==> config.mk <==
export PLATFORM = sky130hd
export DESIGN_NAME = hmul_array
export DESIGN_NICKNAME = d
export VERILOG_FILES = /design/src/rtl/hmul_pkg.sv /design/src/rtl/hmul_cells.sv /design/src/rtl/hmul_leaf.sv /design/src/rtl/hmul_add.sv /design/src/rtl/hmul_node.sv /design/src/rtl/hmul_array.sv
export SDC_FILE = /design/constraint.sdc
export NUM_CORES = 1
export LEC_CHECK = 0
export ABC_AREA = 1
export BUFFER_PORTS_ARGS = -buffer_cell sky130_fd_sc_hd__buf_4
export CORE_MARGIN = 2
export CORE_UTILIZATION = 40
export DETAILED_ROUTE_END_ITERATION = 6
export PLACE_DENSITY = 0.59
export SLEW_MARGIN = 20
export SYNTH_ARGS = -nofsm -noshare
export SYNTH_HDL_FRONTEND = slang
export SYNTH_HIERARCHICAL = 1
export SYNTH_SLANG_ARGS = --single-unit
export TNS_END_PERCENT = 50
==> constraint.sdc <==
create_clock -name vclk -period 10.1
set_input_delay 1.01 -clock vclk [all_inputs]
set_output_delay 1.01 -clock vclk [all_outputs]
set_load 0.02 [all_outputs]
==> src/rtl/hmul_pkg.sv <==
package hmul_pkg;

   typedef enum logic {
      ADD_RIPPLE = 1'b0,
      ADD_PREFIX = 1'b1
   } adder_e;

   function automatic bit is_pow2(input int v);
      return (v > 0) && ((v & (v - 1)) == 0);
   endfunction

   function automatic int clog2i(input int v);
      int r = 0;
      while ((1 << r) < v) r++;
      return r;
   endfunction

endpackage

==> src/rtl/hmul_cells.sv <==
module hmul_ha (
   input  logic x,
   input  logic y,
   output logic s,
   output logic c
);
   assign s = x ^ y;
   assign c = x & y;
endmodule

module hmul_fa (
   input  logic x,
   input  logic y,
   input  logic ci,
   output logic s,
   output logic co
);
   logic t;
   assign t  = x ^ y;
   assign s  = t ^ ci;
   assign co = (x & y) | (t & ci);
endmodule

==> src/rtl/hmul_leaf.sv <==
module hmul_leaf #(
   parameter int N = 4
) (
   input  logic [N-1:0]   a,
   input  logic [N-1:0]   b,
   output logic [2*N-1:0] p
);
   logic [N-1:0] pp   [N];
   logic [N-1:0] upr  [1:N-1];
   logic [N-1:0] rsum [1:N-1];
   logic [N:1]   rcry [1:N-1];

   genvar gi, gj;
   generate
      for (gi = 0; gi < N; gi++) begin : g_pp_row
         for (gj = 0; gj < N; gj++) begin : g_pp_col
            assign pp[gi][gj] = a[gj] & b[gi];
         end
      end

      assign p[0]   = pp[0][0];
      assign upr[1] = {1'b0, pp[0][N-1:1]};

      for (gi = 1; gi < N; gi++) begin : g_row
         for (gj = 0; gj < N; gj++) begin : g_cell
            if (gj == 0) begin : g_h
               hmul_ha u_ha (
                  .x(upr[gi][0]), .y(pp[gi][0]),
                  .s(rsum[gi][0]), .c(rcry[gi][1])
               );
            end else begin : g_f
               hmul_fa u_fa (
                  .x(upr[gi][gj]), .y(pp[gi][gj]), .ci(rcry[gi][gj]),
                  .s(rsum[gi][gj]), .co(rcry[gi][gj+1])
               );
            end
         end
         assign p[gi] = rsum[gi][0];
         if (gi < N - 1) begin : g_next
            assign upr[gi+1] = {rcry[gi][N], rsum[gi][N-1:1]};
         end else begin : g_last
            assign p[2*N-1:N] = {rcry[gi][N], rsum[gi][N-1:1]};
         end
      end
   endgenerate
endmodule

==> src/rtl/hmul_add.sv <==
module hmul_add #(
   parameter int              W     = 32,
   parameter hmul_pkg::adder_e ADDER = hmul_pkg::ADD_PREFIX
) (
   input  logic [W-1:0] x,
   input  logic [W-1:0] y,
   output logic [W-1:0] s
);
   localparam int CW = W - 1;
   localparam int LV = hmul_pkg::clog2i(CW);

   logic [W-1:0] prop;
   logic [W-1:0] cin;

   assign prop   = x ^ y;
   assign cin[0] = 1'b0;
   assign s      = prop ^ cin;

   generate
      if (ADDER == hmul_pkg::ADD_RIPPLE) begin : g_ripple
         genvar i;
         for (i = 0; i < CW; i++) begin : g_bit
            assign cin[i+1] = (x[i] & y[i]) | (prop[i] & cin[i]);
         end
      end else begin : g_prefix
         logic [CW-1:0] gg [LV+1];
         logic [CW-1:0] pg [LV+1];
         assign gg[0] = x[CW-1:0] & y[CW-1:0];
         assign pg[0] = prop[CW-1:0];
         genvar k, i;
         for (k = 0; k < LV; k++) begin : g_lvl
            for (i = 0; i < CW; i++) begin : g_bit
               if (i >= (1 << k)) begin : g_mrg
                  assign gg[k+1][i] = gg[k][i] | (pg[k][i] & gg[k][i-(1<<k)]);
                  assign pg[k+1][i] = pg[k][i] & pg[k][i-(1<<k)];
               end else begin : g_pas
                  assign gg[k+1][i] = gg[k][i];
                  assign pg[k+1][i] = pg[k][i];
               end
            end
         end
         assign cin[W-1:1] = gg[LV];
      end
   endgenerate
endmodule

==> src/rtl/hmul_node.sv <==
module hmul_node #(
   parameter int               W     = 16,
   parameter int               LEAF  = 4,
   parameter hmul_pkg::adder_e ADDER = hmul_pkg::ADD_PREFIX
) (
   input  logic [W-1:0]   a,
   input  logic [W-1:0]   b,
   output logic [2*W-1:0] p
);
   localparam int H = W / 2;

   generate
      if (W == LEAF) begin : g_leaf
         hmul_leaf #(.N(W)) u_leaf (.a(a), .b(b), .p(p));
      end else begin : g_split
         logic [W-1:0]   hh, hl, lh, ll;
         logic [2*W-1:0] mid_hl, mid_lh, part;

         hmul_node #(.W(H), .LEAF(LEAF), .ADDER(ADDER)) u_hh (.a(a[W-1:H]), .b(b[W-1:H]), .p(hh));
         hmul_node #(.W(H), .LEAF(LEAF), .ADDER(ADDER)) u_hl (.a(a[W-1:H]), .b(b[H-1:0]), .p(hl));
         hmul_node #(.W(H), .LEAF(LEAF), .ADDER(ADDER)) u_lh (.a(a[H-1:0]), .b(b[W-1:H]), .p(lh));
         hmul_node #(.W(H), .LEAF(LEAF), .ADDER(ADDER)) u_ll (.a(a[H-1:0]), .b(b[H-1:0]), .p(ll));

         assign mid_hl = {{H{1'b0}}, hl, {H{1'b0}}};
         assign mid_lh = {{H{1'b0}}, lh, {H{1'b0}}};

         hmul_add #(.W(2*W), .ADDER(ADDER)) u_add0 (.x({hh, ll}), .y(mid_hl), .s(part));
         hmul_add #(.W(2*W), .ADDER(ADDER)) u_add1 (.x(part),     .y(mid_lh), .s(p));
      end
   endgenerate
endmodule

==> src/rtl/hmul_array.sv <==
module hmul_array #(
   parameter int               OP_W   = 16,
   parameter int               LEAF_W = 4,
   parameter hmul_pkg::adder_e ADDER  = hmul_pkg::ADD_PREFIX
) (
   input  logic [OP_W-1:0]   op_a,
   input  logic [OP_W-1:0]   op_b,
   output logic [2*OP_W-1:0] product
);
   localparam int RATIO = OP_W / LEAF_W;

   generate
      if (LEAF_W < 2 || (OP_W % LEAF_W) != 0 || !hmul_pkg::is_pow2(RATIO)) begin : g_bad_cfg
         $error("hmul_array: OP_W must be LEAF_W times a power of two, LEAF_W >= 2");
      end
   endgenerate

   hmul_node #(.W(OP_W), .LEAF(LEAF_W), .ADDER(ADDER)) u_root (
      .a(op_a), .b(op_b), .p(product)
   );
endmodule

==> metrics <==
status completed; Synth warnings 6; largest family of logic cells by synthesized area simple AND/OR/NAND/NOR gates; initial DRC count 916; Chip Width 220 microns; Area contributors post-synth nand2_1 26%, fa_1 17%, inv_1 16%; Detailed Place HPWL 41.0 mm; xor/xnor share of the synthesized area 4.50%; cell mode on critical path nand2_1; nets 3782; # clk buffers 0; CTS Hold Buffers Added 0; number of hold violations in the final report 0; Adder-Cell Fraction of Synth Area between 30% and 40%; f_max 104 MHz; first-pass GRT wire length about 77 mm; top-count cell post-synth nand2_1; Post-Syn Area 0.0187 sq mm; Die Ht between 200 and 250 microns; multiplexer share of the synthesized area 0%; RSZ-0062 raised after global routing true; placer congestion estimate 0.901; Total GRT Usage 19.5%; fin. max-slew vios 0; minimum clock period 9.62 ns; Antenna Nets Post-Route 0; Via density 4.38; drt drc 0; Top Metal Used met4; Synth area leader nand2_1; diode count 0; CP arrival 8.61 ns; register area 0 sq um; post-route core utilization 45.0%; Simple-Gate Fraction of Synth Area 38.1%; compound-gate portion of the synthesized area 3.64%; Initial DRT Pass Iterations 6; Cell Rows 79; MaxCap Viol Count 0; Core Area between 0.04 and 0.05 sq mm; vias 17400; die area between 0.04 and 0.05 sq mm; sequential fraction of the synthesis area 0%; Starting Density between 40% and 50%; met2 routed WL 21.9 mm; setup TNS 0 ns; share of cells above drive strength 1 roughly 14%; Seq cells 0; post-synthesis cell count 3267; placed insts 3956; period utilisation layout 95.2%; Post-Route WL roughly 47 mm; number of library cell types mapped by synthesis 23; initial antenna violation count 0; critical path class in -> out; CP max FO 16; GR Overflow Total 0; Crit path required time 9.09 ns; Hold WC Path Type in -> out; CP max stage delay 0.50 ns; Yosys top cell area share 26.0%; Setup Viol. Count Final 0; Crit. End Element primary output; FILL cells approximately 5100; largest net degree at the start of global routing 17; M1 WL 23.8 mm; synthesized area per cell roughly 5.7 sq um; Ports 64; area grow syn2layout 11.7%; I/O Buffers 64; met3 wire len 972 microns; CP max-delay cell fa_1; fin cells 3971; vias in the first global route between 15000 and 20000; Critical Path Source Type input port; Post-synth top cells 1296 x nand2_1, 782 x inv_1, 230 x ha_1, 154 x fa_1, 134 x nor2_1; WL/cell around 12 microns
## metrics by stage
step	hold slack [ns]	worst slack, ns	area [sq um]
global route	3.21	-0.0433	20900
detailed placement	3.14	-0.111	19700
floorplan	2.71	0.886	19100
finish	3.11	0.481	20900
CTS	3.15	0.0104	19700
global placement	3.16	-0.0382	19700
## critical path, delay by kind of cell
kind                       cells  cell delay [ns]
AOI/OAI and AO/OA              3             0.34
xor gates and xnor gates       1             0.23
adders and majority gates     12             4.32
buffers and inverters          9             0.73
and+or+nand+nor               26             1.99
## kinds of logic (layout without fill, tap and decap cells)
group | Yosys count | in the layout
AO/OA/AOI/OAI | 118 | 118
buffers and inverters | 936 | 932
AND/OR/NAND/NOR | 1712 | 1712
adder cells (fa/ha/maj) | 384 | 384
XOR/XNOR | 96 | 96
other | 21 | 122
## worst paths after layout
kind	startpoint	endpoint	slack, ns	depth (start not counted)
setup / recovery	op_b[1]	product[31]	0.48	51
hold / removal	op_b[0]	product[0]	3.11	8
## routing by layer
layer | GRT usage [%] | up-vias
met3 | 0.193 | 10
met1 | 27.9 | 7668
li1 | - | 9539
met4 | 0.470 | 0
met5 | 0 | -
met2 | 34.6 | 181
## cells in the final DEF, fill, tap and decap left out, drive strengths merged, types with 4 or more instances in the layout
master | synthesis | final
o21bai | 4 | 4
nand3 | 148 | 148
inv | 808 | 808
a21oi | 104 | 104
xnor2 | 10 | 10
buf | 128 | 124
conb | 21 | 122
ha | 230 | 230
nand2 | 1368 | 1368
fa | 154 | 154
xor2 | 86 | 86
o21ai | 8 | 8
nor3 | 34 | 34
nand4 | 16 | 16
nor2 | 144 | 144
## layout make-up
cell class | count | area [sq um] | area share, %
tap | 607 | 759 | 3.64
timing repair buffer | 124 | 931 | 4.46
multi-input combinational | 2432 | 16100 | 77.4
inverter | 808 | 3030 | 14.5
## what timing repair did
| action | 4_1_cts | 5_1_grt |
|---|---|---|
| pin swaps | 0 | 44 |
| gates resized for setup | 4 | 206 |
| buffers inserted | 0 | 15 |
| setup endpoints to repair | 9 | 21 |
Power is not shown: default switching activity piles up to over one toggle a cycle in this logic, so the estimate is an artifact.
